### src/rtl/pmp_pkg.sv
package pmp_pkg;
  typedef struct packed {
    logic wr_start;
    logic wr_done;
    logic rd_done;
    logic wr_active;
  } pmp_evt_t;

  localparam int unsigned CTL_PINS = 3;
endpackage

### src/rtl/pmp_sync.sv
module pmp_sync #(
  parameter int unsigned WIDTH     = 1,
  parameter int unsigned STAGES    = 2,
  parameter logic        RESET_VAL = 1'b0
) (
  input  logic             clk,
  input  logic             rst,
  input  logic [WIDTH-1:0] d_async,
  output logic [WIDTH-1:0] q_sync
);
  logic [WIDTH-1:0] stage_q [STAGES];

  for (genvar s = 0; s < STAGES; s++) begin : g_stage
    always_ff @(posedge clk) begin
      if (rst) stage_q[s] <= {WIDTH{RESET_VAL}};
      else if (s == 0) stage_q[s] <= d_async;
      else stage_q[s] <= stage_q[(s == 0) ? 0 : s-1];
    end
  end

  assign q_sync = stage_q[STAGES-1];
endmodule

### src/rtl/pmp_xfer_detect.sv
module pmp_xfer_detect
  import pmp_pkg::*;
(
  input  logic     clk,
  input  logic     rst,
  input  logic     valid,
  input  logic     cs_s_n,
  input  logic     rd_s_n,
  input  logic     wr_s_n,
  output pmp_evt_t evt
);
  logic wr_act, rd_act, wr_prev, rd_prev;

  assign wr_act = valid & ~cs_s_n & ~wr_s_n;
  assign rd_act = valid & ~cs_s_n & ~rd_s_n;

  always_ff @(posedge clk) begin
    if (rst) begin
      wr_prev <= 1'b0;
      rd_prev <= 1'b0;
    end else begin
      wr_prev <= wr_act;
      rd_prev <= rd_act;
    end
  end

  always_comb begin
    evt.wr_start  = wr_act & ~wr_prev;
    evt.wr_done   = valid & wr_prev & ~wr_act;
    evt.rd_done   = valid & rd_prev & ~rd_act;
    evt.wr_active = wr_act;
  end

  // a chip select held high never yields a write start
  assert_no_start_without_cs_R9: assert property (@(posedge clk) disable iff (rst)
    cs_s_n |-> !evt.wr_start);
endmodule

### src/rtl/pmp_flags.sv
module pmp_flags
  import pmp_pkg::*;
#(
  parameter int unsigned DATA_W = 8
) (
  input  logic              clk,
  input  logic              rst,
  input  pmp_evt_t          evt,
  input  logic [DATA_W-1:0] host_data_s,
  input  logic              obuf_wr,
  input  logic [DATA_W-1:0] obuf_wdata,
  input  logic              ibuf_rd,
  input  logic              ovf_clr,
  input  logic              irq_clr,
  output logic [DATA_W-1:0] ibuf_q,
  output logic [DATA_W-1:0] obuf_q,
  output logic              ibf,
  output logic              obf,
  output logic              ovf,
  output logic              irq
);
  logic [DATA_W-1:0] stage_q;

  // staging keeps the last byte seen while the write condition held
  always_ff @(posedge clk) begin
    if (rst) stage_q <= '0;
    else if (evt.wr_active) stage_q <= host_data_s;
  end

  always_ff @(posedge clk) begin
    if (rst) begin
      ibuf_q <= '0;
      ibf    <= 1'b0;
    end else if (evt.wr_done) begin
      ibuf_q <= stage_q;
      ibf    <= 1'b1;
    end else if (ibuf_rd) begin
      ibf    <= 1'b0;
    end
  end

  always_ff @(posedge clk) begin
    if (rst) begin
      obuf_q <= '0;
      obf    <= 1'b0;
    end else if (obuf_wr) begin
      obuf_q <= obuf_wdata;
      obf    <= 1'b1;
    end else if (evt.rd_done) begin
      obf    <= 1'b0;
    end
  end

  always_ff @(posedge clk) begin
    if (rst) ovf <= 1'b0;
    else if (evt.wr_start && ibf) ovf <= 1'b1;
    else if (ovf_clr) ovf <= 1'b0;
  end

  always_ff @(posedge clk) begin
    if (rst) irq <= 1'b0;
    else if (evt.wr_done || evt.rd_done) irq <= 1'b1;
    else if (irq_clr) irq <= 1'b0;
  end

  assert_ibf_after_write_R3: assert property (@(posedge clk) disable iff (rst)
    evt.wr_done |=> ibf);
  assert_ibf_cleared_R4: assert property (@(posedge clk) disable iff (rst)
    (ibuf_rd && !evt.wr_done) |=> !ibf);
  assert_ovf_sticky_R5: assert property (@(posedge clk) disable iff (rst)
    (ovf && !ovf_clr) |=> ovf);
  assert_obf_cleared_R6: assert property (@(posedge clk) disable iff (rst)
    (evt.rd_done && !obuf_wr) |=> !obf);
  assert_irq_hold_R8: assert property (@(posedge clk) disable iff (rst)
    (irq && !irq_clr) |=> irq);
endmodule

### src/rtl/pmp_slave_port.sv
module pmp_slave_port
  import pmp_pkg::*;
#(
  parameter int unsigned DATA_W      = 8,
  parameter int unsigned SYNC_STAGES = 2
) (
  input  logic                clk,
  input  logic                rst,
  input  logic                slave_en,
  input  logic [CTL_PINS-1:0] ctl_dir_in,
  input  logic                host_cs_n,
  input  logic                host_rd_n,
  input  logic                host_wr_n,
  input  logic [DATA_W-1:0]   pad_i,
  output logic [DATA_W-1:0]   pad_o,
  output logic [DATA_W-1:0]   pad_oe,
  input  logic                port_wr,
  input  logic [DATA_W-1:0]   port_wdata,
  input  logic [DATA_W-1:0]   port_dir,
  output logic [DATA_W-1:0]   port_pins,
  input  logic                obuf_wr,
  input  logic [DATA_W-1:0]   obuf_wdata,
  input  logic                ibuf_rd,
  output logic [DATA_W-1:0]   ibuf_rdata,
  output logic                ibf,
  output logic                obf,
  output logic                ovf,
  input  logic                ovf_clr,
  output logic                irq,
  input  logic                irq_clr
);
  logic              slave_valid;
  logic [2:0]        ctl_s;
  logic [DATA_W-1:0] data_s;
  logic [DATA_W-1:0] gpio_q;
  logic [DATA_W-1:0] obuf_q;
  logic              host_read_now;
  pmp_evt_t          evt;

  assign slave_valid = slave_en & (&ctl_dir_in);

  pmp_sync #(.WIDTH(3), .STAGES(SYNC_STAGES), .RESET_VAL(1'b1)) u_ctl_sync (
    .clk(clk), .rst(rst),
    .d_async({host_cs_n, host_rd_n, host_wr_n}),
    .q_sync(ctl_s)
  );

  pmp_sync #(.WIDTH(DATA_W), .STAGES(SYNC_STAGES), .RESET_VAL(1'b0)) u_data_sync (
    .clk(clk), .rst(rst),
    .d_async(pad_i),
    .q_sync(data_s)
  );

  pmp_xfer_detect u_detect (
    .clk(clk), .rst(rst), .valid(slave_valid),
    .cs_s_n(ctl_s[2]), .rd_s_n(ctl_s[1]), .wr_s_n(ctl_s[0]),
    .evt(evt)
  );

  pmp_flags #(.DATA_W(DATA_W)) u_flags (
    .clk(clk), .rst(rst), .evt(evt), .host_data_s(data_s),
    .obuf_wr(obuf_wr), .obuf_wdata(obuf_wdata), .ibuf_rd(ibuf_rd),
    .ovf_clr(ovf_clr), .irq_clr(irq_clr),
    .ibuf_q(ibuf_rdata), .obuf_q(obuf_q),
    .ibf(ibf), .obf(obf), .ovf(ovf), .irq(irq)
  );

  always_ff @(posedge clk) begin
    if (rst) gpio_q <= '0;
    else if (port_wr) gpio_q <= port_wdata;
  end

  assign port_pins     = data_s;
  assign host_read_now = slave_valid & ~host_cs_n & ~host_rd_n;

  // pad path follows the host strobes directly, as an external bus requires
  always_comb begin
    if (slave_valid) begin
      pad_o  = obuf_q;
      pad_oe = {DATA_W{host_read_now}};
    end else begin
      pad_o  = gpio_q;
      pad_oe = port_dir;
    end
  end

  // without valid slave mode no transfer can raise the interrupt
  assert_no_xfer_when_invalid_R2: assert property (@(posedge clk) disable iff (rst)
    (!slave_valid && !$past(slave_valid)) |-> !$rose(irq));
endmodule

### config.mk
export PLATFORM = sky130hd
export DESIGN_NAME = pmp_slave_port
export DESIGN_NICKNAME = d
export VERILOG_FILES = /design/src/rtl/pmp_pkg.sv /design/src/rtl/pmp_sync.sv /design/src/rtl/pmp_xfer_detect.sv /design/src/rtl/pmp_flags.sv /design/src/rtl/pmp_slave_port.sv
export SDC_FILE = /design/constraint.sdc
export NUM_CORES = 1
export LEC_CHECK = 0
export ABC_AREA = 1
export BUFFER_PORTS_ARGS = -buffer_cell sky130_fd_sc_hd__buf_2
export CORE_ASPECT_RATIO = 0.8
export CORE_MARGIN = 4
export CORE_UTILIZATION = 40
export DETAILED_ROUTE_END_ITERATION = 10
export PLACE_DENSITY = 0.7
export REMOVE_ABC_BUFFERS = 1
export SYNTH_ARGS = -nofsm -noshare
export SYNTH_HDL_FRONTEND = slang
export SYNTH_SLANG_ARGS = --single-unit
### constraint.sdc
create_clock -name clk -period 1.05 [get_ports clk]
set_clock_uncertainty 0.05 [all_clocks]
set_input_delay 0.0525 -clock clk [delete_from_list [all_inputs] [get_ports clk]]
set_output_delay 0.0525 -clock clk [all_outputs]
set_load 0.1 [all_outputs]
==> impl_metrics.py <==
metrics = {
    "drt": {
        "routedWlPerCell_um": 15.6,
        "via_count": 2462,
        "viasPerCell": 4.99,
        "detail-route-antenna-nets": 0,
        "drt_iter0_markers": 180,
        "wl_met1_mm": 2.82,
        "drcViolationCount": 0,
        "met3_wirelength_um": 541,
        "top_layer": "met4",
        "wl_mm": 7.68,
        "dr_wl_met2_mm": 4.09,
        "firstDrtPassIters": 6,
    },
    "clocking": {
        "cts-root-buf": "clkbuf_8",
        "clkSinkCount": 60,
        "clk_latency_ns": 0.33,
        "clk_path_buf_depth": 2,
        "cts_tree": "built",
        "htree_levels": 3,
        "numCtsBuffers": 9,
        "path_clk_slew_ns": 0.07,
    },
    "power": {
        "switchingPower_mw": 1.67,
        "seqPwrFrac_pct": 39.8,
        "vdd_drop_max_mv": 1.02,
        "powerDensity_nw_per_um2": 1460,
        "totalPowerFinal_mw": 6.12,
        "clkPwrFrac_pct": 39.8,
        "p_int_mw": 4.45,
        "power_leakage_nw": 1.99,
        "combinationalPowerShare_pct": 20.5,
        "swShare_pct": 27.3,
    },
    "worst_setup_path": {
        "cp_slowest_cell": "dfxtp_2",
        "critPathMaxStageDelay_ns": 0.33,
        "reg2regPathDepth": 5,
        "critPathMaxFanout": 2,
        "rr_endpoint": "u_flags.irq",
        "critPathCaptureType": "output port",
        "worstPathCellList": "inv_2 > o21ai_4 > buf_12",
        "rr_startpoint": "u_ctl_sync.stage_q[1][2]",
        "cp-start-kind": "register",
        "cp.required_ns": 0.95,
        "cp.arrival_ns": 1.05,
        "crit_type": "reg2out",
        "r2r_slack_ns": -0.06,
    },
    "synth": {
        "postSynthCellCount": 290,
        "ys_ff_latch": 60,
        "synth_area_leaders": "dfxtp_1 54%, nand2_1 12%, nor2_1 10%",
        "synth.distinct_cells": 23,
        "yosysSeqAreaShare_pct": 54.2,
        "syn_area_um2": 2220,
        "avgSynthCellArea_um2": 7.65,
        "synthDominantCellAreaShare_pct": 54.2,
        "yosysTopAreaCell": "dfxtp_1",
        "yosysWarnings": 0,
    },
    "final_layout": {
        "layout_common_cells": "60 x nor2_1, 41 x nand2_1, 41 x buf_2, 41 x buf_12, 35 x dfxtp_1",
        "layout_commonest_cell": "nor2_1",
        "finalNonFillerCells": 493,
        "fin_nets": 471,
        "drive_above_1_share_pct": 43.5,
        "stdcell_area_um2": 4200,
        "nFillCells": 289,
        "final_core_util_pct": 81.1,
        "area_delta_synth_final_pct": 89.6,
    },
    "placement": {
        "dp_cells": 438,
        "numPortBuffers": 81,
        "placed_area_um2": 3360,
        "place_ws_ns": -0.0701,
        "place_hpwl_mm": 4.06,
        "place.gp.congestion": 0.765,
    },
    "floorplan": {
        "fp.dieH_um": 74.6,
        "core_area_um2": 5180,
        "die_x_um": 91.2,
        "io_pins": 82,
        "fp-row-count": 23,
        "start_util_pct": 42.8,
        "die-area_um2": 6810,
    },
    "min_path": {
        "hold-path-cell-count": 3,
        "min_to": "u_data_sync.stage_q[1][1]",
        "hp-class": "in2reg",
        "min-delay-start": "rst",
    },
    "grt": {
        "grt_pass1_vias": 2317,
        "grt_remaining_overflow": 0,
        "grt_start_max_net_pins": 19,
        "grt_pass1_wl_mm": 10.6,
        "grtUsageTotal_pct": 20.2,
        "antenna_found_initial": 1,
    },
    "sta": {
        "min_period_over_period_pct": 110,
        "slew_violations": 0,
        "min_period_ns": 1.15,
        "rsz0062_at_grt": "true",
        "timing.final.ws_setup_ns": -0.103,
        "relSlewSlack_pct": 75.7,
        "hold_violations": 0,
        "clock.fmax_mhz": 867,
        "tightest_slew_ns": 0.361,
        "finalSetupViolations": 23,
    },
    "status": {
        "failed_checks": "setup timing",
        "status": "finished, violations left",
    },
    "run": {
        "maxCapViolCount": 0,
    },
}
## registers in the layout, summed over array words and instances (netlist names), 6 cells and up
register and flops:
u_flags.ibuf_q 8, u_ctl_sync.stage_q 6, u_data_sync.stage_q 16, u_flags.stage_q 8
u_flags.obuf_q 8, gpio_q 8
## layer usage
| layer | global-route usage [%] | up-vias |
|---|---|---|
| li1 | - | 1162 |
| met1 | 21.8 | 1147 |
| met2 | 36.5 | 129 |
| met3 | 6.37 | 24 |
| met4 | 10.2 | 0 |
| met5 | 0 | - |
## logic make-up (layout without fill, tap and decap cells)
group | after synthesis | count (layout) | synth area share (%)
AOI/OAI and AO/OA | 33 | 33 | 8.30
buffers and inverters | 49 | 189 | 9.03
DFF | 60 | 60 | 54.2
other | 0 | 1 | 0
and+or+nand+nor | 148 | 148 | 28.5
## power by group through the flow
stage	Combinational, mW	Clock (mW)	Sequential (mW)
4_1_cts	1.17	2.47	2.41
6_report	1.25	2.43	2.43
2_1_floorplan	0.480	0	2.55
5_1_grt	1.31	2.58	2.44
3_3_place_gp	1.04	0	2.45
3_5_place_dp	1.05	0	2.46
## cell usage after synthesis
master,n
nor4_1,1
inv_1,35
o21ai_1,1
nor2_8,1
clkinv_1,2
o21ai_0,18
nor2_1,60
or2_2,4
nand3b_1,1
inv_2,2
buf_4,1
dfxtp_1,60
a21oi_1,12
nand4_1,9
o211ai_4,1
nand3_2,3
nand2_1,68
buf_2,4
buf_6,1
nand2_2,1
o211ai_1,1
buf_1,1
clkbuf_1,3
## worst max-delay path, delay by kind of cell (launching register included)
family / cells / cell delay, ns
DFF: 1 / 0.33
buffers and inverters: 2 / 0.24
AOI/OAI and AO/OA: 1 / 0.15
## metrics by stage
| stage | setup TNS (ns) | hold WS [ns] |
|---|---|---|
| floorplan | -13.44 | 0.0716 |
| global placement | -0.472 | 0.189 |
| detailed placement | -1.10 | 0.198 |
| CTS | -0.689 | 0.0124 |
| global route | -1.78 | 0.0450 |
| finish | -0.696 | 0.0305 |
## worst max-delay path by stage
stage / from / to / slack [ns]
3_3_place_gp: ctl_dir_in[2] / pad_oe[4] / -0.04
2_1_floorplan: gpio_q[5] / pad_o[5] / -1.49
3_5_place_dp: ctl_dir_in[2] / pad_oe[5] / -0.07
4_1_cts: gpio_q[6] / pad_o[6] / -0.18
5_1_grt: gpio_q[5] / pad_o[5] / -0.14
6_report: gpio_q[6] / pad_o[6] / -0.10
## what timing repair did
action,4_1_cts,5_1_grt
hold buffers,31,0
gates cloned,0,1
pin swaps,19,24
endpoints found under the setup margin,27,41
endpoints found under the hold margin,32,0
buffers inserted,1,7
resized for setup,41,40
## cell type report
| class | instances | area [um2] | share of cell area (%) |
|---|---|---|---|
| clock buffers | 11 | 131 | 3.13 |
| multi-input cells | 181 | 975 | 23.2 |
| well taps | 62 | 77.6 | 1.85 |
| flip-flops and latches | 60 | 1230 | 29.4 |
| inverters | 39 | 151 | 3.60 |
| repair buffers | 134 | 1530 | 36.4 |
| clock inverters | 5 | 100 | 2.38 |
| diodes | 1 | 2.50 | 0.0595 |
Power figures use the tool's default switching activity.
